**src/rtl/sdram_trk_pkg.sv**
```systemverilog
package sdram_trk_pkg;

  typedef enum logic [1:0] {
    PWR_NORMAL = 2'b00,
    PWR_SELF   = 2'b01,
    PWR_DOWN   = 2'b10
  } pwr_t;

  typedef enum logic [2:0] {
    CMD_NOP,
    CMD_ACT,
    CMD_PRE,
    CMD_REF,
    CMD_MRS,
    CMD_OTHER
  } cmd_t;

  typedef struct packed {
    logic act;
    logic act_clash;
    logic pre_one;
    logic pre_all;
    logic mrs;
    logic self_in;
    logic pd_in;
    logic lp_out;
    logic err;
  } evt_t;

  // Deselect and no-operation both map to CMD_NOP.
  function automatic cmd_t classify(input logic cs_n, input logic ras_n,
                                    input logic cas_n, input logic we_n);
    cmd_t c;
    if (cs_n) begin
      c = CMD_NOP;
    end else begin
      case ({ras_n, cas_n, we_n})
        3'b111:  c = CMD_NOP;
        3'b011:  c = CMD_ACT;
        3'b010:  c = CMD_PRE;
        3'b001:  c = CMD_REF;
        3'b000:  c = CMD_MRS;
        default: c = CMD_OTHER;
      endcase
    end
    return c;
  endfunction

endpackage

```
**src/rtl/sdram_cmd_decode.sv**
```systemverilog
module sdram_cmd_decode
  import sdram_trk_pkg::*;
(
  input  logic cke,
  input  logic cke_q,
  input  logic cs_n,
  input  logic ras_n,
  input  logic cas_n,
  input  logic we_n,
  input  logic addr_ap,
  input  pwr_t pwr,
  input  logic any_open,
  input  logic sel_open,
  output evt_t evt
);

  cmd_t cmd;
  logic normal, hold_hi, falling, rising, hold_lo, is_nop;
  logic ref_clash, fall_bad, low_bad, lp_bad;

  always_comb begin
    cmd     = classify(cs_n, ras_n, cas_n, we_n);
    is_nop  = (cmd == CMD_NOP);
    normal  = (pwr == PWR_NORMAL);
    hold_hi = cke_q & cke;
    falling = cke_q & ~cke;
    rising  = ~cke_q & cke;
    hold_lo = ~cke_q & ~cke;

    evt.act       = normal & hold_hi & (cmd == CMD_ACT) & ~sel_open;
    evt.act_clash = normal & hold_hi & (cmd == CMD_ACT) & sel_open;
    evt.pre_one   = normal & hold_hi & (cmd == CMD_PRE) & ~addr_ap;
    evt.pre_all   = normal & hold_hi & (cmd == CMD_PRE) & addr_ap;
    evt.mrs       = normal & hold_hi & (cmd == CMD_MRS);
    ref_clash     = normal & hold_hi & (cmd == CMD_REF) & any_open;

    evt.self_in   = normal & falling & (cmd == CMD_REF) & ~any_open;
    evt.pd_in     = normal & falling & is_nop & ~any_open;
    fall_bad      = normal & falling & ~evt.self_in & ~evt.pd_in;
    low_bad       = normal & ~cke_q & ~(cke & is_nop);

    evt.lp_out    = ~normal & rising & is_nop;
    lp_bad        = ~normal & ~(hold_lo & is_nop) & ~evt.lp_out;

    evt.err = evt.act_clash | ref_clash | fall_bad | low_bad | lp_bad;
  end

endmodule

```
**src/rtl/sdram_bank_table.sv**
```systemverilog
module sdram_bank_table #(
  parameter int NUM_BANKS = 4,
  parameter int ROW_W     = 13,
  parameter int BA_W      = 2
) (
  input  logic                       clk,
  input  logic                       rst_n,
  input  logic                       act,
  input  logic                       pre_one,
  input  logic                       pre_all,
  input  logic [BA_W-1:0]            ba,
  input  logic [ROW_W-1:0]           row_in,
  output logic [NUM_BANKS-1:0]       bank_open,
  output logic [NUM_BANKS*ROW_W-1:0] open_rows,
  output logic                       sel_open,
  output logic                       any_open
);

  for (genvar b = 0; b < NUM_BANKS; b++) begin : g_bank
    logic hit;
    logic [ROW_W-1:0] row_q;
    assign hit = (ba == BA_W'(b));

    always_ff @(posedge clk) begin
      if (!rst_n) begin
        bank_open[b] <= 1'b0;
        row_q        <= '0;
      end else if (act && hit) begin
        bank_open[b] <= 1'b1;
        row_q        <= row_in;
      end else if (pre_all || (pre_one && hit)) begin
        bank_open[b] <= 1'b0;
      end
    end

    assign open_rows[b*ROW_W +: ROW_W] = row_q;
  end

  assign sel_open = bank_open[ba];
  assign any_open = |bank_open;

endmodule

```
**src/rtl/sdram_mode_regs.sv**
```systemverilog
module sdram_mode_regs #(
  parameter int VAL_W = 13,
  parameter int BA_W  = 2
) (
  input  logic             clk,
  input  logic             rst_n,
  input  logic             mrs,
  input  logic [BA_W-1:0]  ba,
  input  logic [VAL_W-1:0] value,
  output logic [VAL_W-1:0] mode_reg,
  output logic [VAL_W-1:0] ext_mode_reg
);

  logic sel_base, sel_ext;
  assign sel_base = mrs && (ba == BA_W'(0));
  assign sel_ext  = mrs && (ba == BA_W'(1));

  always_ff @(posedge clk) begin
    if (!rst_n) begin
      mode_reg     <= '0;
      ext_mode_reg <= '0;
    end else begin
      if (sel_base) mode_reg     <= value;
      if (sel_ext)  ext_mode_reg <= value;
    end
  end

endmodule

```
**src/rtl/sdram_power_track.sv**
```systemverilog
module sdram_power_track
  import sdram_trk_pkg::*;
(
  input  logic clk,
  input  logic rst_n,
  input  logic cke,
  input  logic self_in,
  input  logic pd_in,
  input  logic lp_out,
  input  logic err_evt,
  output pwr_t pwr,
  output logic cke_q,
  output logic seq_err,
  output logic cke_viol
);

  logic cke_q2;
  logic short_pulse;

  assign short_pulse = (cke != cke_q) && (cke_q != cke_q2);

  always_ff @(posedge clk) begin
    if (!rst_n) begin
      pwr      <= PWR_NORMAL;
      cke_q    <= 1'b1;
      cke_q2   <= 1'b1;
      seq_err  <= 1'b0;
      cke_viol <= 1'b0;
    end else begin
      cke_q  <= cke;
      cke_q2 <= cke_q;
      if (self_in)     pwr <= PWR_SELF;
      else if (pd_in)  pwr <= PWR_DOWN;
      else if (lp_out) pwr <= PWR_NORMAL;
      if (err_evt)     seq_err  <= 1'b1;
      if (short_pulse) cke_viol <= 1'b1;
    end
  end

endmodule

```
**src/rtl/sdram_cmd_tracker.sv**
```systemverilog
module sdram_cmd_tracker
  import sdram_trk_pkg::*;
#(
  parameter int NUM_BANKS = 4,
  parameter int ROW_W     = 13,
  parameter int AP_BIT    = 10,
  localparam int BA_W     = $clog2(NUM_BANKS)
) (
  input  logic                       clk,
  input  logic                       rst_n,
  input  logic                       cke,
  input  logic                       cs_n,
  input  logic                       ras_n,
  input  logic                       cas_n,
  input  logic                       we_n,
  input  logic [BA_W-1:0]            ba,
  input  logic [ROW_W-1:0]           addr,
  output logic [NUM_BANKS-1:0]       bank_open,
  output logic [NUM_BANKS*ROW_W-1:0] open_rows,
  output logic [1:0]                 pwr_state,
  output logic [ROW_W-1:0]           mode_reg,
  output logic [ROW_W-1:0]           ext_mode_reg,
  output logic                       seq_err,
  output logic                       cke_viol
);

  evt_t evt;
  pwr_t pwr;
  logic cke_q, sel_open, any_open;

  // Named event wires, observed by the bound checker.
  logic act_fire, act_clash, pre_fire, pall_fire, mrs_fire;
  logic self_fire, pd_fire, exit_fire, err_fire;
  assign act_fire  = evt.act;
  assign act_clash = evt.act_clash;
  assign pre_fire  = evt.pre_one;
  assign pall_fire = evt.pre_all;
  assign mrs_fire  = evt.mrs;
  assign self_fire = evt.self_in;
  assign pd_fire   = evt.pd_in;
  assign exit_fire = evt.lp_out;
  assign err_fire  = evt.err;

  sdram_cmd_decode u_dec (
    .cke      (cke),
    .cke_q    (cke_q),
    .cs_n     (cs_n),
    .ras_n    (ras_n),
    .cas_n    (cas_n),
    .we_n     (we_n),
    .addr_ap  (addr[AP_BIT]),
    .pwr      (pwr),
    .any_open (any_open),
    .sel_open (sel_open),
    .evt      (evt)
  );

  sdram_bank_table #(.NUM_BANKS(NUM_BANKS), .ROW_W(ROW_W), .BA_W(BA_W)) u_banks (
    .clk       (clk),
    .rst_n     (rst_n),
    .act       (act_fire),
    .pre_one   (pre_fire),
    .pre_all   (pall_fire),
    .ba        (ba),
    .row_in    (addr),
    .bank_open (bank_open),
    .open_rows (open_rows),
    .sel_open  (sel_open),
    .any_open  (any_open)
  );

  sdram_mode_regs #(.VAL_W(ROW_W), .BA_W(BA_W)) u_mode (
    .clk          (clk),
    .rst_n        (rst_n),
    .mrs          (mrs_fire),
    .ba           (ba),
    .value        (addr),
    .mode_reg     (mode_reg),
    .ext_mode_reg (ext_mode_reg)
  );

  sdram_power_track u_pwr (
    .clk      (clk),
    .rst_n    (rst_n),
    .cke      (cke),
    .self_in  (self_fire),
    .pd_in    (pd_fire),
    .lp_out   (exit_fire),
    .err_evt  (err_fire),
    .pwr      (pwr),
    .cke_q    (cke_q),
    .seq_err  (seq_err),
    .cke_viol (cke_viol)
  );

  assign pwr_state = pwr;

endmodule

```
**config.mk**
```make
export PLATFORM = sky130hd
export DESIGN_NAME = sdram_cmd_tracker
export DESIGN_NICKNAME = d
export VERILOG_FILES = /design/src/rtl/sdram_trk_pkg.sv /design/src/rtl/sdram_cmd_decode.sv /design/src/rtl/sdram_bank_table.sv /design/src/rtl/sdram_mode_regs.sv /design/src/rtl/sdram_power_track.sv /design/src/rtl/sdram_cmd_tracker.sv
export SDC_FILE = /design/constraint.sdc
export NUM_CORES = 1
export LEC_CHECK = 0
export ABC_AREA = 0
export BUFFER_PORTS_ARGS = -buffer_cell sky130_fd_sc_hd__buf_2
export CAP_MARGIN = 20
export CELL_PAD_IN_SITES_DETAIL_PLACEMENT = 0
export CELL_PAD_IN_SITES_GLOBAL_PLACEMENT = 1
export CORE_AREA = 2 2 100 102
export DETAILED_ROUTE_END_ITERATION = 8
export DIE_AREA = 0 0 102 104
export PLACE_DENSITY_LB_ADDON = 0.12
export SYNTH_ARGS = -nofsm -noshare
export SYNTH_HDL_FRONTEND = slang
export SYNTH_HIERARCHICAL = 1
export SYNTH_SLANG_ARGS = --single-unit
```
**constraint.sdc**
```tcl
create_clock -name clk -period 2.3 [get_ports clk]
set_input_delay 0 -clock clk [delete_from_list [all_inputs] [get_ports clk]]
set_output_delay 0 -clock clk [all_outputs]
set_load 0.02 [all_outputs]
```
==> run_results.csv <==
group,metric,value,unit
critical_path,cp-endpoint,"u_mode/mode_reg[8]",
global_routing,antenna_found_initial,0,
timing,setup_violations,0,
clock_tree,worstSkewPairLatency,0.37,ns
floorplanning,rows,36,
critical_path,reg2reg_slack,0.32,ns
critical_path,reg2reg_from,"u_pwr/cke_q",
flow_run,max_cap_violations,0,
critical_path,crit_path_max_fanout,13,
clock_tree,clock_sinks,88,
timing,fin_hold_ws,0.0281,ns
timing,tightest_slew,0.786,ns
logic_synthesis,yosysWarnings,6,
clock_tree,clock_path_buffers,2,
detailed_routing,route.detailed.drc,0,
placement,dp_cells,580,
critical_path,crit_arrival,2.27,ns
pwr,vdd_drop_max,0.265,mV
cells_and_area,seq_area,0.00176,mm2
detailed_routing,drt_wl_total,8910,um
detailed_routing,drtAntennaViolNets,0,
floorplanning,die_w,102,um
cells_and_area,fin_nets,494,
timing,maxSlewViolCount,0,
outcome,outcome,"completed",
placement,dpl_worst_slack,0.371,ns
pwr,finalPower,2.69,mW
logic_synthesis,avgSynthCellArea,10.0,um2
timing,setup_tns,0,ns
cells_and_area,diodes,0,
cells_and_area,utilization,0.469,
placement,dp_hpwl,6180,um
logic_synthesis,synthCells,351,
timing,slew_headroom,0.476,
floorplanning,initial_core_util,0.369,
timing,finalCriticalPeriod,1.98,ns
logic_synthesis,synth_area,0.00352,mm2
placement,port-buffer-count,107,
floorplanning,ios,108,
pwr,p_leak,2.31,nW
detailed_routing,vias,2855,
floorplanning,design.core.area,0.00955,mm2
cells_and_area,multi_input_area,0.00160,mm2
clock_tree,htreeDepth,3,
critical_path,required,2.59,ns
critical_path,crit_path_end_kind,"register",
timing,skew,0.0127,ns
clock_tree,cts_buffers,9,
cells_and_area,stdcell_count,610,
clock_tree,cts_resized,0,
critical_path,r2r_end,"u_mode/mode_reg[8]",
placement,place_area,0.00417,mm2
clock_tree,cts_root_buffer,"clkbuf_8",
pwr,p_per_area,599,mW/mm2
cells_and_area,drive_above_1_share,0.296,
cells_and_area,fillCellCount,989,
clock_tree,cts_tree,"built",
min_path,min-delay-path-class,"in -> reg",
timing,period_share,0.860,
timing,worst_slack,0.322,ns
detailed_routing,routed_via_density,4.68,
global_routing,grt_usage,0.172,
floorplanning,die-area,0.0106,mm2
critical_path,crit_type,"reg -> reg",
global_routing,overflow,0,
detailed_routing,wl_per_cell,14.6,um
floorplanning,fp.dieH,104,um
critical_path,r2r_cells,6,
global_routing,grt_pass1_vias,2791,
detailed_routing,drt-pass1-iter-count,4,
global_routing,grt_max_degree,82,
cells_and_area,largest_reg_flops,52,
placement,place_congestion,0.705,
logic_synthesis,syn-num-nets,373,
clock_tree,clk_pin_slew,0.09,ns
cells_and_area,syn_to_final_growth,27.2,%
timing,hold_viol,0,
critical_path,cp-startpoint,"u_pwr/cke_q",
timing,rsz0062_at_grt,"false",
timing,clock.fmax,0.505,GHz
global_routing,grt_pass1_wl,14200,um
critical_path,critPathLaunchType,"register",
detailed_routing,drt-initial-drc-count,60,
cells_and_area,final_area,0.00448,mm2
## final cells by class
cell class | count | area share
flip-flops and latches | 88 | 0.393
multi-input cells | 237 | 0.357
inverters | 3 | 0.00251
clock inverters | 7 | 0.0106
repair buffers | 133 | 0.172
well taps | 133 | 0.0372
clock buffers | 9 | 0.0277
## critical path, stage by stage, from the launching register on
cell and delay [ns]:
dfxtp_1 0.41, nor3b_4 0.29, nand2_1 0.09, nor4_1 0.35, nor3b_4 0.26, buf_4 0.28
mux2i_1 0.23
## layer usage
| layer | GRT usage | share of wire | vias to the layer above |
|---|---|---|---|
| met3 | 0.0565 | 0.069 | 11 |
| li1 | - | - | 1424 |
| met4 | 0.0657 | 0.018 | 0 |
| met1 | 0.216 | 0.43 | 1342 |
| met2 | 0.272 | 0.48 | 78 |
| met5 | 0 | 0 | - |
## report_power, final
part | internal [mW] | total [mW] | switching [mW] | leakage, nW
registers | 1.53 | 1.54 | 0.00803 | 0.710
clock network | 0.392 | 0.956 | 0.564 | 0.0854
logic | 0.0740 | 0.188 | 0.114 | 1.51
## cells in the final DEF, fill, tap and decap left out, types with 2 or more instances in the layout
master         instances
a31oi_1                2
and2b_1                2
and3b_1                4
buf_2                106
buf_4                 13
clkbuf_8               9
clkinv_2               3
clkinvlp_4             2
dfxtp_1               88
dlygate4sd3_1         14
inv_1                  3
mux2i_1               78
nand2_1              106
nand2b_1               2
nand3_1                3
nand3b_1               5
nor2_1                 3
nor2b_1                2
nor3_1                 3
nor3b_1                3
nor3b_4                2
nor4_1                 2
o21a_1                 2
o22ai_1                3
## worst min path at each step
stage,from,to,cells past startpoint
floorplan,rst_n,u_pwr/cke_q,1
global placement,addr[3],u_mode/mode_reg[3],3
detailed placement,cke,u_pwr/cke_q,2
CTS,ras_n,u_pwr/pwr[1],4
global route,ras_n,u_pwr/pwr[0],3
finish,ras_n,u_pwr/pwr[1],4
## what timing repair did
action | in CTS | in global routing
endpoints found under the hold margin | 47 | 0
setup buffers | 0 | 0
hold buffers | 14 | 0
Power figures use the tool's default switching activity.
